[src/rtl/chanprog_pkg.sv]
package chanprog_pkg;

    localparam int INSN_W = 32;
    localparam int IMM_W  = 16;

    // opcode values, field [31:28]
    typedef enum logic [3:0] {
        OPC_HALT  = 4'd0,
        OPC_NOP   = 4'd1,
        OPC_SET   = 4'd2,
        OPC_LOOP  = 4'd3,
        OPC_LEND  = 4'd4,
        OPC_LEVER = 4'd5,
        OPC_LOAD  = 4'd6,
        OPC_STORE = 4'd7,
        OPC_ADDP  = 4'd8,
        OPC_ADDN  = 4'd9
    } opc_e;

    typedef enum logic [2:0] {
        K_HALT, K_NOP, K_SET, K_LOOP, K_LEND, K_LEVER, K_XFER, K_ADJ
    } kind_e;

    typedef struct packed {
        kind_e             kind;
        logic [1:0]        sel;
        logic [IMM_W-1:0]  imm;
        logic              wr;
        logic              neg;
    } dec_t;

    localparam logic [1:0] SEL_SRC  = 2'd0;
    localparam logic [1:0] SEL_DST  = 2'd1;
    localparam logic [1:0] SEL_CTRL = 2'd2;

    // control word field offsets
    localparam int CTL_SLEN = 0;
    localparam int CTL_SSZ  = 4;
    localparam int CTL_DLEN = 8;
    localparam int CTL_DSZ  = 12;

endpackage

[src/rtl/chanprog_imem.sv]
module chanprog_imem #(
    parameter int DEPTH = 64,
    parameter int AW    = $clog2(DEPTH),
    parameter int DW    = 32
) (
    input  logic          clk,
    input  logic          we,
    input  logic [AW-1:0] waddr,
    input  logic [DW-1:0] wdata,
    input  logic [AW-1:0] raddr,
    output logic [DW-1:0] rdata0,
    output logic [DW-1:0] rdata1
);
    logic [DW-1:0] mem_q [DEPTH];
    logic [AW-1:0] raddr_nx;

    assign raddr_nx = raddr + AW'(1);

    always_ff @(posedge clk) begin
        if (we) mem_q[waddr] <= wdata;
    end

    assign rdata0 = mem_q[raddr];
    assign rdata1 = mem_q[raddr_nx];
endmodule

[src/rtl/chanprog_decode.sv]
module chanprog_decode
    import chanprog_pkg::*;
(
    input  logic [INSN_W-1:0] insn,
    output dec_t              dec
);
    logic unused_rsvd;
    assign unused_rsvd = ^insn[25:16];

    always_comb begin
        dec.sel  = insn[27:26];
        dec.imm  = insn[IMM_W-1:0];
        dec.wr   = 1'b0;
        dec.neg  = 1'b0;
        case (insn[31:28])
            OPC_HALT:  dec.kind = K_HALT;
            OPC_SET:   dec.kind = K_SET;
            OPC_LOOP:  dec.kind = K_LOOP;
            OPC_LEND:  dec.kind = K_LEND;
            OPC_LEVER: dec.kind = K_LEVER;
            OPC_LOAD:  dec.kind = K_XFER;
            OPC_STORE: begin dec.kind = K_XFER; dec.wr = 1'b1; end
            OPC_ADDP:  dec.kind = K_ADJ;
            OPC_ADDN:  begin dec.kind = K_ADJ; dec.neg = 1'b1; end
            default:   dec.kind = K_NOP;
        endcase
    end
endmodule

[src/rtl/chanprog_stride.sv]
module chanprog_stride #(
    parameter int LEN_W  = 4,
    parameter int ADDR_W = 32
) (
    input  logic [LEN_W-1:0]  len_m1,
    input  logic [2:0]        size,
    output logic [ADDR_W-1:0] incr
);
    logic [LEN_W:0] beats;
    assign beats = {1'b0, len_m1} + {{LEN_W{1'b0}}, 1'b1};
    assign incr  = ADDR_W'(beats) << size;
endmodule

[src/rtl/chanprog_seq.sv]
module chanprog_seq
    import chanprog_pkg::*;
#(
    parameter int IMEM_DEPTH = 64,
    parameter int ADDR_W     = 32,
    parameter int NUM_LC     = 2,
    parameter int CNT_W      = 8,
    parameter int LEN_W      = 4,
    localparam int PC_W      = $clog2(IMEM_DEPTH)
) (
    input  logic              clk,
    input  logic              rst_n,
    input  logic              pm_we,
    input  logic [PC_W-1:0]   pm_addr,
    input  logic [31:0]       pm_wdata,
    input  logic              start,
    input  logic [PC_W-1:0]   start_pc,
    input  logic              kill,
    output logic              busy,
    output logic              done,
    output logic              cmd_valid,
    input  logic              cmd_ready,
    output logic              cmd_write,
    output logic [ADDR_W-1:0] cmd_addr,
    output logic [LEN_W-1:0]  cmd_len_m1,
    output logic [2:0]        cmd_size
);
    localparam int LC_SEL_W = (NUM_LC > 1) ? $clog2(NUM_LC) : 1;

    typedef struct packed {
        logic                         busy;
        logic                         done;
        logic [PC_W-1:0]              pc;
        logic [NUM_LC-1:0][CNT_W-1:0] lc;
        logic [ADDR_W-1:0]            src;
        logic [ADDR_W-1:0]            dst;
        logic [LEN_W-1:0]             slen;
        logic [LEN_W-1:0]             dlen;
        logic [2:0]                   ssz;
        logic [2:0]                   dsz;
    } st_t;

    st_t st_q, st_d;

    logic [INSN_W-1:0] word0, word1;
    dec_t              dec;
    logic [ADDR_W-1:0] incr_v [2];
    logic [LEN_W-1:0]  len_v  [2];
    logic [2:0]        sz_v   [2];
    logic [ADDR_W-1:0] adj_ext;
    logic [LC_SEL_W-1:0] lc_idx;
    logic              xfer_now;

    chanprog_imem #(.DEPTH(IMEM_DEPTH), .AW(PC_W), .DW(INSN_W)) u_imem (
        .clk    (clk),
        .we     (pm_we),
        .waddr  (pm_addr),
        .wdata  (pm_wdata),
        .raddr  (st_q.pc),
        .rdata0 (word0),
        .rdata1 (word1)
    );

    chanprog_decode u_dec (
        .insn (word0),
        .dec  (dec)
    );

    assign len_v[0] = st_q.slen;
    assign len_v[1] = st_q.dlen;
    assign sz_v[0]  = st_q.ssz;
    assign sz_v[1]  = st_q.dsz;

    // one stride unit per direction: 0 source, 1 destination
    for (genvar g = 0; g < 2; g++) begin : g_stride
        chanprog_stride #(.LEN_W(LEN_W), .ADDR_W(ADDR_W)) u_stride (
            .len_m1 (len_v[g]),
            .size   (sz_v[g]),
            .incr   (incr_v[g])
        );
    end

    assign adj_ext  = {{(ADDR_W-IMM_W){dec.neg}}, dec.imm};
    assign lc_idx   = dec.sel[LC_SEL_W-1:0];
    assign xfer_now = st_q.busy && (dec.kind == K_XFER) && !kill;

    always_comb begin
        st_d      = st_q;
        st_d.done = 1'b0;
        if (kill) begin
            st_d.busy = 1'b0;
            st_d.pc   = '0;
            st_d.lc   = '0;
            st_d.done = 1'b1;
        end else if (!st_q.busy) begin
            if (start) begin
                st_d.busy = 1'b1;
                st_d.pc   = start_pc;
            end
        end else begin
            case (dec.kind)
                K_HALT: begin
                    st_d.busy = 1'b0;
                    st_d.done = 1'b1;
                end
                K_SET: begin
                    case (dec.sel)
                        SEL_SRC:  st_d.src = ADDR_W'(word1);
                        SEL_DST:  st_d.dst = ADDR_W'(word1);
                        SEL_CTRL: begin
                            st_d.slen = word1[CTL_SLEN +: LEN_W];
                            st_d.ssz  = word1[CTL_SSZ  +: 3];
                            st_d.dlen = word1[CTL_DLEN +: LEN_W];
                            st_d.dsz  = word1[CTL_DSZ  +: 3];
                        end
                        default: ;
                    endcase
                    st_d.pc = st_q.pc + PC_W'(2);
                end
                K_LOOP: begin
                    st_d.lc[lc_idx] = dec.imm[CNT_W-1:0];
                    st_d.pc = st_q.pc + PC_W'(1);
                end
                K_LEND: begin
                    if (st_q.lc[lc_idx] != '0) begin
                        st_d.lc[lc_idx] = st_q.lc[lc_idx] - CNT_W'(1);
                        st_d.pc = dec.imm[PC_W-1:0];
                    end else begin
                        st_d.pc = st_q.pc + PC_W'(1);
                    end
                end
                K_LEVER: st_d.pc = dec.imm[PC_W-1:0];
                K_XFER: begin
                    if (cmd_ready) begin
                        if (dec.wr) st_d.dst = st_q.dst + incr_v[1];
                        else        st_d.src = st_q.src + incr_v[0];
                        st_d.pc = st_q.pc + PC_W'(1);
                    end
                end
                K_ADJ: begin
                    if (dec.sel[0]) st_d.dst = st_q.dst + adj_ext;
                    else            st_d.src = st_q.src + adj_ext;
                    st_d.pc = st_q.pc + PC_W'(1);
                end
                default: st_d.pc = st_q.pc + PC_W'(1);
            endcase
        end
    end

    always_ff @(posedge clk) begin
        if (!rst_n) st_q <= '0;
        else        st_q <= st_d;
    end

    assign busy       = st_q.busy;
    assign done       = st_q.done;
    assign cmd_valid  = xfer_now;
    assign cmd_write  = dec.wr;
    assign cmd_addr   = dec.wr ? st_q.dst  : st_q.src;
    assign cmd_len_m1 = dec.wr ? st_q.dlen : st_q.slen;
    assign cmd_size   = dec.wr ? st_q.dsz  : st_q.ssz;
endmodule

[config.mk]
export PLATFORM = sky130hd
export DESIGN_NAME = chanprog_seq
export DESIGN_NICKNAME = d
export VERILOG_FILES = /design/src/rtl/chanprog_pkg.sv /design/src/rtl/chanprog_imem.sv /design/src/rtl/chanprog_decode.sv /design/src/rtl/chanprog_stride.sv /design/src/rtl/chanprog_seq.sv
export SDC_FILE = /design/constraint.sdc
export NUM_CORES = 2
export LEC_CHECK = 0
export BUFFER_PORTS_ARGS = -buffer_cell sky130_fd_sc_hd__buf_2
export CORE_UTILIZATION = 30
export DETAILED_ROUTE_END_ITERATION = 6
export PLACE_DENSITY = 0.48
export SLEW_MARGIN = 20
export SYNTH_ARGS = -nofsm -noshare
export SYNTH_HDL_FRONTEND = slang
export SYNTH_HIERARCHICAL = 1
export SYNTH_SLANG_ARGS = --single-unit
[constraint.sdc]
create_clock -name clk -period 7.7 [get_ports clk]
set_input_delay 1.925 -clock clk [delete_from_list [all_inputs] [get_ports clk]]
set_output_delay 1.925 -clock clk [all_outputs]
set_load 0.02 [all_outputs]
==> out/results.tsv <==
metric	value	unit
status	complete, no violations	
ant_nets	0	
slew_viol_final	0	
relSlewSlack	0.1680	
crit_fanout	23	
numPortBuffers	92	
initialDrtViolationCount	7355	
skew	0.1036	ns
drive_above_1_share	0.3055	
root_buffer	clkbuf_16	
first_pass_iters	6	
holdCritPathClass	reg -> reg	
crit_chain	buf_12 -> mux4_2 -> mux4_2 -> a22oi_1 -> nand2_1 -> or3b_1 -> o21ai_1 -> buf_4 -> nand2b_1 -> nor3_1 -> buf_2	
critPathArrivalTime	5.35	ns
worstMarginPinSlew	1.246	ns
cp_slowest_cell	dfxtp_4	
die_w	579.8	µm
post_cts_buffers	0	
cp_num_cells	11	
regArea	0.06356	mm²
fin_nets	5891	
fin_crit	7.279	ns
worstHoldStart	st_q[35]$_SDFFE_PN0P_	
grt_pass1_wl	500.1	mm
wl_per_cell	35.46	µm
yosys_warnings	6	
gp_congestion	0.8497	
dpl.hpwl	226.6	mm
multi_input_area	0.03463	mm²
area_growth	14.15	%
h-tree-depth	4	
clock_path_buffers	4	
grt_pass1_vias	59269	
final_cell_area	0.1143	mm²
dpl_cell_area	0.1066	mm²
cts.sinks	2150	
critical_path_class	reg -> out	
num_rows	211	
crit_family	simple AND/OR/NAND/NOR gates	
hold_end	st_q[35]$_SDFFE_PN0P_	
wirelength	366.2	mm
fin_util	0.3451	
grt_antenna_before_repair	45	
hold_violations	0	
track_usage	0.2135	
start_util	0.3023	
r2r_setup_slack	0.72	ns
num_vias	59469	
cts_tree	yes	
clk_pin_slew	0.06	ns
worst_path_most_repeated_cell	mux4_2	
r2r-start	st_q[95]$_SDFFE_PP0P_	
r2r_end	st_q[76]$_SDFFE_PN0P_	
maxCapViolations	0	
remaining_drc_errors	0	
peakVddDrop	181.5	µV
finalCritPeriodShare	0.9454	
worstRegToRegCells	25	
grt_setup_unrepaired	false	
postCtsHoldBufs	0	
cp_data_required_time	5.78	ns
p_leak	0.03541	µW
cpPeakStageDelay	0.62	ns
tns	0	ns
powerDensity	236.1	mW/mm²
max_freq	137.4	MHz
dieArea	0.3362	mm²
grt_overflow	0	
synthCells	5625	
cp-start-kind	register	
place_inst	9884	
avgSynthCellArea	17.81	µm²
core	0.3313	mm²
cts_buffers	242	
cp_num_buf_inv	3	
stdcell_count	10327	
cp-end-kind	output port	
min_delay_path_depth	2	
timing.hold.ws	0.4952	ns
viasPerCell	5.759	
cts.repair.resized	0	
grt_max_degree	102	
clk_latency	0.94	ns
n_fill_cell	31080	
boundaryPins	93	
fp.dieH	579.8	µm
syn_area	0.1002	mm²
setup_violations	0	
metrics by stage:
step	setup slack, ns	power, µW
5_1_grt	0.2313	27710
3_5_place_dp	0.8080	15810
3_3_place_gp	0.7889	15800
4_1_cts	0.3893	27170
2_1_floorplan	1.667	14740
6_report	0.4208	27000
registers in the layout, indices dropped and copies added, names as in the netlist, named ones only:
signal	count
busy	1
done	1
len_v	8
st_q	76
u_imem/mem_q	2048
layout make-up:
cell class / instances / share of cell area
diodes: 7 / 0.0001532
clock buffers: 290 / 0.05517
well taps: 4366 / 0.04778
inverters: 32 / 0.001051
flip-flops and latches: 2150 / 0.5559
multi-input cells: 2988 / 0.3029
repair buffers: 351 / 0.02516
clock inverters: 143 / 0.01193
routing by layer:
| layer | vias up | wire length (µm) | track usage |
|---|---|---|---|
| met5 | - | 147 | 0 |
| li1 | 23534 | - | - |
| met4 | 24 | 11900 | 0.06350 |
| met3 | 594 | 30960 | 0.04551 |
| met2 | 2807 | 171400 | 0.3423 |
| met1 | 32510 | 151800 | 0.2906 |
worst max-delay path by stage:
stage | end | start
floorplan | st_q[76]$_SDFFE_PN0P_ | st_q[94]$_SDFFE_PP0P_
global placement | st_q[76]$_SDFFE_PN0P_ | st_q[95]$_SDFFE_PP0P_
detailed placement | st_q[76]$_SDFFE_PN0P_ | st_q[95]$_SDFFE_PP0P_
CTS | cmd_size[1] | st_q[96]$_SDFFE_PP0P_
global route | cmd_valid | st_q[95]$_SDFFE_PP0P_
finish | cmd_valid | st_q[95]$_SDFFE_PP0P_
cell usage in the layout, fill, tap and decap left out, drive strengths merged, types with 100 or more instances in the layout:
cell / n
clkinv: 100
buf: 351
dfxtp: 102
edfxtp: 2048
clkbuf: 290
o21ai: 127
a22oi: 105
a21oi: 122
mux2i: 151
nor2: 198
nand2: 519
mux4: 942
power by group:
group / total (µW) / internal (µW) / leakage [µW] / switching [µW]
logic: 2640 / 948 / 0.0124 / 1690
registers: 12900 / 12900 / 0.0193 / 52.2
clock network: 11400 / 6600 / 0.00373 / 4830
total: 27000 / 20400 / 0.0354 / 6570
worst reg2reg max path, stage by stage (launching register included):
cell and delay [ns]:
dfxtp_4 0.62, buf_12 0.30, mux4_2 0.62, mux4_2 0.50
a22oi_1 0.26, nand2_1 0.36, or3b_1 0.52, o21ai_1 0.12
buf_4 0.21, nand2_2 0.07, nor2_1 0.10, buf_4 0.24
nand2_1 0.13, nand2_1 0.09, ha_1 0.18, inv_1 0.06
fa_1 0.39, and2b_4 0.28, o31ai_2 0.10, a2111oi_2 0.51
o21ai_1 0.15, a31o_2 0.31, o31ai_4 0.23, nand4_1 0.16
mux2i_1 0.18, a31oi_1 0.10
Power figures use the tool's default switching activity.
